### config.mk
export PLATFORM = sky130hd
export DESIGN_NAME = mulseq_hilo
export DESIGN_NICKNAME = d
export VERILOG_FILES = /design/src/rtl/mulseq_pkg.sv /design/src/rtl/mulseq_operand_prep.sv /design/src/rtl/mulseq_ctrl.sv /design/src/rtl/mulseq_accum.sv /design/src/rtl/mulseq_hilo.sv
export SDC_FILE = /design/constraint.sdc
export NUM_CORES = 1
export LEC_CHECK = 0
export BUFFER_PORTS_ARGS = -buffer_cell sky130_fd_sc_hd__clkbuf_2
export CORE_ASPECT_RATIO = 1.75
export CORE_MARGIN = 2
export CORE_UTILIZATION = 65
export DETAILED_ROUTE_END_ITERATION = 10
export PLACE_DENSITY = 0.91
export SYNTH_ARGS = -nofsm -noshare
export SYNTH_HDL_FRONTEND = slang
export SYNTH_HIERARCHICAL = 1
export SYNTH_SLANG_ARGS = --single-unit
### constraint.sdc
create_clock -name clk -period 10.2 [get_ports clk]
set_input_delay 1.02 -clock clk [delete_from_list [all_inputs] [get_ports clk]]
set_output_delay 1.02 -clock clk [all_outputs]
set_load 0.005 [all_outputs]
### src/rtl/mulseq_pkg.sv
package mulseq_pkg;
   typedef enum logic {
      PH_IDLE = 1'b0,
      PH_RUN  = 1'b1
   } mul_phase_e;
endpackage

### src/rtl/mulseq_operand_prep.sv
module mulseq_operand_prep #(
   parameter int WIDTH = 32
) (
   input  logic             is_signed,
   input  logic [WIDTH-1:0] opnd_a,
   input  logic [WIDTH-1:0] opnd_b,
   output logic [WIDTH-1:0] mag_a,
   output logic [WIDTH-1:0] mag_b,
   output logic             flip
);
   localparam int MSB = WIDTH - 1;

   logic neg_a, neg_b;

   always_comb begin
      neg_a = is_signed & opnd_a[MSB];
      neg_b = is_signed & opnd_b[MSB];
      // magnitude of the most negative value is still representable unsigned
      mag_a = neg_a ? (~opnd_a + 1'b1) : opnd_a;
      mag_b = neg_b ? (~opnd_b + 1'b1) : opnd_b;
      flip  = neg_a ^ neg_b;
   end
endmodule

### src/rtl/mulseq_ctrl.sv
module mulseq_ctrl
   import mulseq_pkg::*;
#(
   parameter int WIDTH = 32
) (
   input  logic clk,
   input  logic rst_n,
   input  logic start,
   output logic load,
   output logic step,
   output logic last,
   output logic busy,
   output logic done
);
   localparam int CW = $clog2(WIDTH) + 1;
   localparam logic [CW-1:0] LAST_CNT = CW'(WIDTH - 1);

   mul_phase_e    phase_q;
   logic [CW-1:0] cnt_q;

   always_comb begin
      load = (phase_q == PH_IDLE) && start;
      step = (phase_q == PH_RUN);
      last = step && (cnt_q == LAST_CNT);
      busy = (phase_q == PH_RUN);
   end

   always_ff @(posedge clk or negedge rst_n) begin
      if (!rst_n) begin
         phase_q <= PH_IDLE;
         cnt_q   <= '0;
         done    <= 1'b0;
      end else begin
         done <= last;
         if (load) begin
            phase_q <= PH_RUN;
            cnt_q   <= '0;
         end else if (last) begin
            phase_q <= PH_IDLE;
            cnt_q   <= '0;
         end else if (step) begin
            cnt_q <= cnt_q + 1'b1;
         end
      end
   end
endmodule

### src/rtl/mulseq_accum.sv
module mulseq_accum #(
   parameter int WIDTH = 32
) (
   input  logic             clk,
   input  logic             rst_n,
   input  logic             load,
   input  logic             step,
   input  logic             last,
   input  logic             is_signed,
   input  logic             flip,
   input  logic [WIDTH-1:0] mag_a,
   input  logic [WIDTH-1:0] mag_b,
   output logic [WIDTH-1:0] hi,
   output logic [WIDTH-1:0] lo,
   output logic             ovf
);
   localparam int PW = 2 * WIDTH;

   logic [WIDTH-1:0] mcand_q;
   logic [PW-1:0]    work_q;
   logic             flip_q;
   logic             sgn_q;
   logic [WIDTH:0]   psum;
   logic [PW-1:0]    work_nxt;
   logic [PW-1:0]    final_p;
   logic [WIDTH-1:0] fin_hi, fin_lo;
   logic             fin_ovf;

   always_comb begin
      psum     = {1'b0, work_q[PW-1:WIDTH]}
               + {1'b0, (work_q[0] ? mcand_q : {WIDTH{1'b0}})};
      // add and shift in one step: carry-out becomes the new top bit
      work_nxt = {psum, work_q[WIDTH-1:1]};
      final_p  = flip_q ? (~work_nxt + 1'b1) : work_nxt;
      fin_hi   = final_p[PW-1:WIDTH];
      fin_lo   = final_p[WIDTH-1:0];
      fin_ovf  = sgn_q ? (fin_hi != {WIDTH{fin_lo[WIDTH-1]}})
                       : (fin_hi != '0);
   end

   always_ff @(posedge clk or negedge rst_n) begin
      if (!rst_n) begin
         mcand_q <= '0;
         work_q  <= '0;
         flip_q  <= 1'b0;
         sgn_q   <= 1'b0;
         hi      <= '0;
         lo      <= '0;
         ovf     <= 1'b0;
      end else begin
         if (load) begin
            mcand_q <= mag_a;
            work_q  <= {{WIDTH{1'b0}}, mag_b};
            flip_q  <= flip;
            sgn_q   <= is_signed;
         end else if (step) begin
            work_q <= work_nxt;
         end
         if (last) begin
            hi  <= fin_hi;
            lo  <= fin_lo;
            ovf <= fin_ovf;
         end
      end
   end
endmodule

### src/rtl/mulseq_hilo.sv
module mulseq_hilo #(
   parameter int WIDTH = 32
) (
   input  logic             clk,
   input  logic             rst_n,
   input  logic             start,
   input  logic             is_signed,
   input  logic [WIDTH-1:0] opnd_a,
   input  logic [WIDTH-1:0] opnd_b,
   output logic             busy,
   output logic             done,
   output logic [WIDTH-1:0] hi,
   output logic [WIDTH-1:0] lo,
   output logic             ovf
);
   generate
      if (WIDTH < 2) begin : g_bad_width
         $error("mulseq_hilo: WIDTH must be at least 2");
      end
   endgenerate

   logic             load, step, last, flip;
   logic [WIDTH-1:0] mag_a, mag_b;

   mulseq_operand_prep #(.WIDTH(WIDTH)) u_prep (
      .is_signed(is_signed),
      .opnd_a   (opnd_a),
      .opnd_b   (opnd_b),
      .mag_a    (mag_a),
      .mag_b    (mag_b),
      .flip     (flip)
   );

   mulseq_ctrl #(.WIDTH(WIDTH)) u_ctrl (
      .clk  (clk),
      .rst_n(rst_n),
      .start(start),
      .load (load),
      .step (step),
      .last (last),
      .busy (busy),
      .done (done)
   );

   mulseq_accum #(.WIDTH(WIDTH)) u_acc (
      .clk      (clk),
      .rst_n    (rst_n),
      .load     (load),
      .step     (step),
      .last     (last),
      .is_signed(is_signed),
      .flip     (flip),
      .mag_a    (mag_a),
      .mag_b    (mag_b),
      .hi       (hi),
      .lo       (lo),
      .ovf      (ovf)
   );
endmodule

**After elaboration in Yosys (flattened, before gate mapping)**

Cells that the tools add are included.

- Bitwise gates (word level): 7
- Add/sub/neg operators: 5
- Shift-type cells: 0
- Reductions and logical operators: 6
- Mux-type cells: 12
- Order comparisons: 0
- $mul: 0
- Equality and inequality tests: 2
- Div/mod/pow operators: 0

Operators by type and width:

| cell | number |
|---|---|
| 64-bit two-way mux | 3 |
| 32-bit two-way mux | 3 |
| 32-bit by 1-bit adder with 32-bit output (second input constant) | 2 |
| 64-bit by 1-bit adder with 64-bit output (second input constant) | 1 |
| 32-bit inverter | 2 |
| 64-bit inverter | 1 |
| 32-bit by 32-bit adder with 33-bit output | 1 |
| 32-bit inequality test | 1 |
| 32-bit nonzero test | 1 |
| 6-bit two-way mux | 3 |
| 6-bit by 1-bit adder with 6-bit output (second input constant) | 1 |
| 6-bit by 5-bit equality test with 1-bit output (second input constant) | 1 |
| 2-bit nonzero test | 2 |
| 1-bit two-way mux | 3 |
| 3-bit nonzero test | 1 |
| 1-bit AND | 2 |
| 1-bit logical AND | 2 |
| 1-bit inverter | 1 |
| 1-bit bitwise XOR | 1 |

- Register bits: 171
- Bits in latches: 0
- Bits in read-only memories: 0
- RAM bits: 0
- Input port bits: 68
- Memories: 0
- Logic and storage cells: 42

**Longest topological paths before layout**

Gate-level depths: netlist of run 1.

- Word-level depth: 7
- Depth in mapped cells: 18

**Hierarchy**

Netlist of run 1, hierarchy kept.

Modules (own cells, without submodules):

| module | cells an instance | area each (µm²) | instances | sequential area each (µm²) |
|---|---|---|---|---|
| mulseq_accum | 1127 | 10532.6 | 1 | 4078.9 |
| mulseq_operand_prep | 234 | 1586.5 | 1 | 0.0 |
| mulseq_ctrl | 34 | 386.6 | 1 | 200.2 |

**Least setup slack after synthesis of run 1**

Ideal clock, no wire load.

- Path kind: register -> register
- Start point: register u_acc.work_q[0]
- End point: register u_acc.ovf
- Period minus slack after synthesis: 4.614 ns
- Arrival time: 4.481 ns
- Buffers on the path: 0
- Setup slack: 5.586 ns
- Stages on the path, launching flop included: 17
- Library setup time: 0.134 ns
- Cell sequence: dfrtp_1 > and2_1 > ha_1 > fa_1 > a21o_1 > and4_4 > o311ai_4 > a21oi_1 > or3_1 > a2111oi_4 > nand4_2 > or2_1 > o41ai_1 > xor2_1 > or4b_1 > o32ai_1 > a31oi_1

- Word-level cells in the longest chain between the ends: 7

RTL lines:

| what | line | RTL |
|---|---|---|
| start: declaration | mulseq_accum.sv:20 | `logic [PW-1:0] work_q;` |
| start signal: assignment | mulseq_accum.sv:53 | `work_q <= {{WIDTH{1'b0}}, mag_b};` |
| start signal: assignment | mulseq_accum.sv:57 | `work_q <= work_nxt;` |
| 32-bit two-way mux (*) | mulseq_accum.sv:31 | `+ {1'b0, (work_q[0] ? mcand_q : {WIDTH{1'b0}})};` |
| 32-bit by 32-bit adder with 33-bit output (*) | mulseq_accum.sv:31 |  |
| 64-bit inverter | mulseq_accum.sv:34 | `final_p = flip_q ? (~work_nxt + 1'b1) : work_nxt;` |
| 64-bit by 1-bit adder with 64-bit output | mulseq_accum.sv:34 |  |
| 64-bit two-way mux (*) | mulseq_accum.sv:34 |  |
| 32-bit inequality test or 32-bit nonzero test (tied branches) | mulseq_accum.sv:37, mulseq_accum.sv:38 |  |
| 1-bit two-way mux (*) | mulseq_accum.sv:37 | `fin_ovf = sgn_q ? (fin_hi != {WIDTH{fin_lo[WIDTH-1]}})` |
| end signal: assignment | mulseq_accum.sv:62 | `ovf <= fin_ovf;` |
| end: declaration | mulseq_accum.sv:15 | `output logic ovf` |

Mark *: on every way between the ends. The rest lies on a longest branch, timed or not.
A chain may end at the register's enable or synchronous reset.

**Worst setup path after layout of run 1**

Ends and elaborated chain as after synthesis.

==> reports/qor.csv, run 1 <==
stage,metric,value,unit
routing,vias_per_cell,6.646,
clock_network,clkSinkCount,171,
worst_setup_path,crit_start,u_acc/work_q[0]$_DFFE_PN0P_,
sta,setup_viol,0,
run,max_cap_viol_count,0,
worst_setup_path,rr_worst_depth,16,
placement,place_ws,4.858,ns
die,die_area,0.02041,mm²
hold_path,hp-start,u_ctrl/cnt_q[4]$_DFFE_PN0P_,
global_routing,antenna_found_initial,1,
logic_synthesis,synth_edf_count,0,
clock_network,cts_max_path_buffers,2,
layout,drive_gt1_share,17.89,%
layout,syn_to_final_growth,10.59,%
power,p_int,2.530,mW
logic_synthesis,synthTopCellsByCount,"dfrtp_1, nor2_1, nand2_1",
logic_synthesis,synth_most_common_cell,dfrtp_1,
hold_path,min_to,u_ctrl/cnt_q[4]$_DFFE_PN0P_,
worst_setup_path,critPathMaxFanout,33,
sta,fin_worst_skew,0.009499,ns
layout,multi_input_area,0.007806,mm²
worst_setup_path,crit_path_start_kind,flip-flop,
logic_synthesis,yosys-top-cells-area,"dfrtp_1, xor2_1, mux2i_1, xnor2_1, mux2_2",
routing,ant_nets,0,
power,ir_drop,165.3,µV
clock_network,postCtsSetupRepairBufs,0,
hold_path,worstHoldPathType,flip-flop to flip-flop,
routing,drc_errors,0,
logic_synthesis,synth_nets,1500,
logic_synthesis,synth_area,0.01251,mm²
logic_synthesis,synth_warnings,6,
routing,dr.first_iter.drc_count,814,
layout,fillers,1375,
layout,final_net_count,1580,
sta,setup_tns,0,ns
routing,via_count,11490,
global_routing,gr-total-overflow,0,
logic_synthesis,synth-main-ff-cell,dfrtp_1,
sta,finalCritPeriodShare,54.72,%
logic_synthesis,ys_ff_latch,171,
sta,setup_slack,4.619,ns
sta,hold_viol_final,0,
die,initial_core_util,65.72,%
worst_setup_path,r2r_slack,4.62,ns
routing,dr.pass1.iters,7,
logic_synthesis,synth_mux_area_share,9.215,%
global_routing,grt_start_max_net_pins,105,
sta,timing.fmax,0.1792,GHz
placement,place.detailed.hpwl,26820,µm
sta,relSlewSlack,26.24,%
clock_network,clk_pin_slew_worst_paths,0.07,ns
hold_path,hold_depth,1,
power,power_density,363.8,mW/mm²
worst_setup_path,critPathCaptureType,flip-flop,
clock_network,hold_buffers,0,
routing,wl,36760,µm
die,die_y,187.5,µm
worst_setup_path,arrival,5.88,ns
power,power_frac_comb,59.3,%
power,sw_frac_of_total,49.71,%
logic_synthesis,yosysUniqueCellTypes,96,
logic_synthesis,synth_xor_area_share,10.30,%
run_status,status,"finished, final reports clean",
clock_network,ctsResizeCount,0,
logic_synthesis,yosysTopAreaCell,dfrtp_1,
layout,regArea,0.004284,mm²
power,switchingPower,2.501,mW
sta,period_minus_slack,5.581,ns
worst_setup_path,regToRegEndpoint,u_acc/ovf$_DFFE_PN0P_,
die,coreArea,0.01903,mm²
worst_setup_path,cp.required,10.50,ns
logic_synthesis,syn_inst,1395,
power,leakagePower,6.215,nW
logic_synthesis,synth_top_area_share,34.22,%
power,pwr-share-seq,27.1,%
clock_network,htree_levels,4,
power,pwr-share-clk,13.6,%
sta,slew_viol_final,0,
global_routing,grt_pass1_wl,58450,µm
worst_setup_path,r2r_start,u_acc/work_q[0]$_DFFE_PN0P_,
logic_synthesis,ys_seq_area_share,34.22,%
clock_network,clk_latency,0.44,ns
clock_network,cts_buffers,17,
logic_synthesis,syn_area_per_cell,8.965,µm²
layout,antennaDiodeCount,0,
die,pin_count,135,
clock_network,cts_root_buf,clkbuf_16,
logic_synthesis,synth-simple-area-share,19.34,%
worst_setup_path,critPathKind,flip-flop to flip-flop,
die,die-width,108.9,µm
die,fp-row-count,67,
global_routing,grt_pass1_vias,11690,
logic_synthesis,synthAdderAreaFrac,3.762,%
placement,portBuffers,134,
logic_synthesis,ys_async_sr_fraction,100.0,%
placement,routabilityCongestion,0.9630,
sta,rsz0062_at_grt,no,
logic_synthesis,synth-compound-area-share,19.75,%
clock_network,cts_tree,done,
global_routing,grtUsageTotal,37.07,%
routing,wl_per_cell,21.27,µm
sta,worst_slew_pin_slew,1.098,ns
logic_synthesis,synth_top_family_by_area,compound AO/OA/AOI/OAI gates,
==> cell type report <==
cell class / count / share of cell area [%]
clock buffer: 19 / 3.275
clock inverter: 12 / 1.194
inverter: 22 / 0.5971
multi-input combinational: 1121 / 56.45
sequential: 171 / 30.98
tap: 241 / 2.180
timing repair buffer: 142 / 5.329
==> how the worst max path moves through the flow <==
| stage | slack [ns] | endpoint |
|---|---|---|
| 2_1_floorplan | 5.59 | u_acc/ovf$_DFFE_PN0P_ |
| 6_report | 4.62 | u_acc/ovf$_DFFE_PN0P_ |
| 4_1_cts | 4.72 | u_acc/ovf$_DFFE_PN0P_ |
| 3_5_place_dp | 4.86 | u_acc/ovf$_DFFE_PN0P_ |
| 3_3_place_gp | 4.98 | u_acc/ovf$_DFFE_PN0P_ |
| 5_1_grt | 4.17 | u_acc/ovf$_DFFE_PN0P_ |
==> per-layer routing <==
layer / global-route usage, % / vias up / share of wire [%]
met4: 31.90 / 2 / 10
li1: - / 5244 / -
met1: 35.86 / 5516 / 32
met5: 0 / - / 0.035
met2: 65.41 / 498 / 53
met3: 6.604 / 225 / 4.6
==> layout by cell type, fill, tap and decap left out, types with 6 or more instances in the layout <==
| master | count |
|---|---|
| a211oi_1 | 12 |
| a21o_1 | 16 |
| a21oi_1 | 98 |
| a31oi_1 | 19 |
| and2_1 | 47 |
| and3_1 | 9 |
| buf_4 | 8 |
| clkbuf_16 | 17 |
| clkbuf_2 | 133 |
| dfrtp_1 | 169 |
| ha_1 | 36 |
| inv_1 | 21 |
| mux2_2 | 49 |
| mux2i_1 | 60 |
| nand2_1 | 110 |
| nand2b_1 | 6 |
| nand3_1 | 24 |
| nand4_1 | 19 |
| nor2_1 | 136 |
| nor3_1 | 29 |
| nor4_1 | 18 |
| o21ai_0 | 83 |
| o31ai_1 | 36 |
| o41ai_1 | 11 |
| or2_2 | 8 |
| or3_1 | 13 |
| or4_1 | 19 |
| xnor2_1 | 64 |
| xor2_1 | 83 |
==> power by group through the flow <==
stage	clock [mW]	combinational, mW	sequential [mW]
floorplan	0	2.09	1.22
global placement	0	2.76	1.34
detailed placement	0	2.85	1.35
finish	0.682	2.98	1.37
CTS	0.690	2.90	1.35
global route	0.718	3.20	1.40
==> registers in the layout, indices dropped and copies added (netlist names) <==
register / count
u_acc/lo: 32
u_acc/hi: 32
u_ctrl/busy: 1
u_ctrl/cnt_q: 6
u_acc/mcand_q: 32
u_acc/ovf: 1
u_acc/sgn_q: 1
u_acc/flip_q: 1
u_acc/work_q: 64
u_ctrl/done: 1
==> stage by stage <==
| stage | util (%) | total power [mW] | cell area (µm²) | hold WS [ns] | std cells |
|---|---|---|---|---|---|
| floorplan | - | 3.305 | 12510 | 0.4426 | 1395 |
| global placement | 69.43 | 4.102 | 13210 | 0.4542 | 1697 |
| detailed placement | 69.43 | 4.207 | 13210 | 0.4643 | 1697 |
| CTS | 72.67 | 4.944 | 13830 | 0.4726 | 1728 |
| global route | 72.67 | 5.318 | 13830 | 0.4811 | 1728 |
| finish | 72.67 | 5.032 | 13830 | 0.4740 | 1728 |
==> kinds of logic after synthesis <==
group                      count (synthesis)
xor gates and xnor gates                 147
buffers and inverters                    103
muxes                                    109
adders and majority gates                 37
AOI/OAI and AO/OA                        355
DFF                                      171
and+or+nand+nor                          473
==> critical path: stages, from the launching register on <==
cell and delay, ns:
dfrtp_1 0.64, and2_1 0.28, ha_1 0.24, fa_1 0.44
a21o_1 0.21, and4_4 0.22, o311ai_4 0.35, a21oi_1 0.15
or3_1 0.40, a2111oi_4 0.49, nand4_2 0.25, or2_1 0.35
o41ai_1 0.34, xor2_1 0.16, or4b_1 0.50, o32ai_1 0.33
a31oi_1 0.09
Note: power is estimated with default switching activity, not from simulation.
==> run 2, diff against run 1 <==
--- a/config.mk
+++ b/config.mk
@@ -8,9 +8,9 @@
 export BUFFER_PORTS_ARGS = -buffer_cell sky130_fd_sc_hd__clkbuf_2
 export CORE_ASPECT_RATIO = 1.75
 export CORE_MARGIN = 2
-export CORE_UTILIZATION = 65
+export CORE_UTILIZATION = 60
 export DETAILED_ROUTE_END_ITERATION = 10
-export PLACE_DENSITY = 0.91
+export PLACE_DENSITY = 0.85
 export SYNTH_ARGS = -nofsm -noshare
 export SYNTH_HDL_FRONTEND = slang
 export SYNTH_HIERARCHICAL = 1
==> constraint.sdc (replaced) <==
create_clock -name clk -period 5.2 [get_ports clk]
set_input_delay 0.52 -clock clk [delete_from_list [all_inputs] [get_ports clk]]
set_output_delay 0.52 -clock clk [all_outputs]
set_load 0.005 [all_outputs]
==> run 2 against run 1 <==
Net effect:
- combinational power grew 100%
- first-iteration DRC count shrank 25%
- critical path type unchanged
- sequential cell count is the same
- largest power group unchanged
- die area grew 8.1%
==> reports/qor.csv, run 2 (same netlist as run 1, synthesis figures left out) <==
stage,metric,value,unit,change
run_status,status,"finished, final reports clean",,
hold_path,worstHoldPathType,input pin to async pin,,
worst_setup_path,arrival,5.22,ns,-0.66 ns
placement,place.detailed.hpwl,27770,µm,+3.6%
layout,final_net_count,1596,,+1.0%
layout,drive_gt1_share,18.90,%,+1.0 points
die,die_area,0.02206,mm²,+8.1%
power,p_int,5.205,mW,+110%
sta,fin_worst_skew,0.01149,ns,+0.001995 ns
global_routing,gr-total-overflow,0,,unchanged
sta,timing.fmax,0.2041,GHz,+14%
placement,portBuffers,134,,unchanged
power,pwr-share-seq,26.0,%,-1.1 points
die,die_y,195.0,µm,+4.0%
layout,layout_commonest_cell,dfrtp_1,,
layout,fillers,1603,,+17%
die,initial_core_util,61.38,%,-4.3 points
power,sw_frac_of_total,48.07,%,-1.6 points
placement,place_ws,0.1692,ns,-4.688 ns
clock_network,cts_max_path_buffers,2,,unchanged
worst_setup_path,slowest_stage,fa_1,,
layout,syn_to_final_growth,12.39,%,
worst_setup_path,cpPeakStageDelay,0.48,ns,-0.16 ns
global_routing,grt_pass1_vias,11450,,-2.0%
worst_setup_path,critPathMaxFanout,32,,-3.0%
worst_setup_path,cp_cell_sequence,buf_4 > and2_1 > fa_1 > a21o_1 > and4_4 > o311ai_4 > a21oi_1 > or3_1 > a2111oi_4 > nand4_2 > or2_1 > o41ai_2 > xor2_1 > or4b_1 > o32ai_1 > a31oi_1,,
layout,fin_util,68.98,%,-3.7 points
global_routing,grt_pass1_wl,58370,µm,-0.13%
placement,routabilityCongestion,0.9852,,+2.3%
clock_network,hold_buffers,0,,unchanged
sta,setup_slack,0.3007,ns,-4.318 ns
layout,top_register,u_acc/work_q,,
power,total_power,10.02,mW,+99%
power,power_frac_comb,59.8,%,+0.5 points
routing,vias_per_cell,6.395,,-3.8%
layout,antennaDiodeCount,0,,unchanged
run,max_cap_viol_count,0,,unchanged
sta,period_minus_slack,4.899,ns,-0.6821 ns
routing,wl,36310,µm,-1.2%
routing,dr.first_iter.drc_count,614,,-25%
power,switchingPower,4.817,mW,+93%
routing,drc_errors,0,,unchanged
routing,dr.pass1.iters,5,,-2
sta,slew_viol_final,0,,unchanged
clock_network,clkSinkCount,171,,unchanged
worst_setup_path,critPathKind,flip-flop to flip-flop,,
sta,holdWs,0.05567,ns,-0.4183 ns
global_routing,grt_start_max_net_pins,134,,+28%
die,die-width,113.1,µm,+3.9%
layout,largest_reg_flops,64,,unchanged
layout,post-route-cell-area,0.01405,mm²,+1.6%
sta,hold_viol_final,0,,unchanged
worst_setup_path,r2r_start,u_acc/work_q[0]$_DFFE_PN0P_,,
power,ir_drop,339.9,µV,+110%
sta,setup_viol,0,,unchanged
worst_setup_path,cp.required,5.52,ns,-4.98 ns
clock_network,clk_latency,0.45,ns,about the same
placement,placed_area,0.01335,mm²,+1.1%
clock_network,htree_levels,4,,unchanged
sta,worst_slew_pin_slew,0.9825,ns,-0.1155 ns
clock_network,cts_tree,done,,
global_routing,grtUsageTotal,33.44,%,-3.6 points
die,fp-row-count,69,,+3.0%
power,power_density,713.0,mW/mm²,+96%
clock_network,clk_pin_slew_worst_paths,0.07,ns,about the same
clock_network,cts_buffers,17,,unchanged
global_routing,antenna_found_initial,0,,-1
sta,finalCritPeriodShare,94.22,%,+39 points
routing,via_count,11200,,-2.5%
worst_setup_path,crit_path_start_kind,flip-flop,,
sta,relSlewSlack,33.90,%,+7.7 points
routing,wl_per_cell,20.74,µm,-2.5%
layout,layout_common_cells,"dfrtp_1, nor2_1, clkbuf_2",,
power,pwr-share-clk,14.2,%,+0.6 points
power,leakagePower,6.333,nW,+1.9%
worst_setup_path,critPathCaptureType,flip-flop,,
die,coreArea,0.02037,mm²,+7.1%
worst_setup_path,crit_start,u_acc/work_q[0]$_DFFE_PN0P_,,
clock_network,cts_root_buf,clkbuf_16,,
die,pin_count,135,,unchanged
routing,ant_nets,0,,unchanged
==> run 2: worst max-delay path, delay by kind of cell, from the launching register on <==
kind            cells  cell delay [ns]
simple gates        6             1.84
compound gates      7             1.69
fa+ha+maj           1             0.48
flops               1             0.38
buf+inv             1             0.22
xor+xnor            1             0.15
==> run 2: metrics by stage <==
step / std cells / TNS [ns]
floorplan: 1395 / 0
global placement: 1718 / 0
detailed placement: 1718 / 0
CTS: 1749 / 0
global route: 1751 / -0.008872
finish: 1751 / 0
==> run 2: area by class of cell <==
| cell class | count | area (µm²) | area share [%] |
|---|---|---|---|
| Multi-Input combinational cell | 1121 | 7836 | 55.76 |
| Sequential cell | 171 | 4284 | 30.48 |
| Timing Repair Buffer | 158 | 882.1 | 6.276 |
| Clock buffer | 22 | 474.2 | 3.374 |
| Tap cell | 248 | 310.3 | 2.208 |
| Clock inverter | 9 | 185.2 | 1.318 |
| Inverter | 22 | 82.58 | 0.5876 |
==> run 2: worst paths after layout <==
check	slack, ns	to	cells after the start
setup / recovery	0.30	u_acc/ovf$_DFFE_PN0P_	16
hold reg to reg	0.46	u_ctrl/cnt_q[4]$_DFFE_PN0P_	1
min in group clk	0.39	u_acc/mcand_q[0]$_DFFE_PN0P_	2
setup reg to reg	0.30	u_acc/ovf$_DFFE_PN0P_	16
max in group asynchronous	4.00	u_acc/flip_q$_DFFE_PN0P_	2
hold / removal	0.06	u_ctrl/cnt_q[0]$_DFFE_PN0P_	1
==> run 2: power groups by stage <==
stage | clock (mW) | combinational, mW | sequential (mW)
2_1_floorplan | 0 | 4.10 | 2.38
3_3_place_gp | 0 | 5.70 | 2.57
3_5_place_dp | 0 | 5.82 | 2.60
4_1_cts | 1.44 | 5.87 | 2.59
5_1_grt | 1.49 | 6.49 | 2.68
6_report | 1.43 | 5.99 | 2.61
==> run 2: what timing repair did <==
item,in CTS,in global routing
buffers inserted,0,2
setup endpoints to repair,0,1
resized for setup,0,5
==> run 2: routing by layer <==
metal | vias to the layer above | share of wire, % | wire length [µm] | GRT usage [%]
li1 | 5267 | - | - | -
met5 | - | 0 | 0 | 0
met2 | 366 | 56 | 20460 | 64.89
met1 | 5431 | 33 | 12010 | 31.51
met4 | 0 | 7.6 | 2743 | 23.35
met3 | 134 | 3.0 | 1102 | 3.849
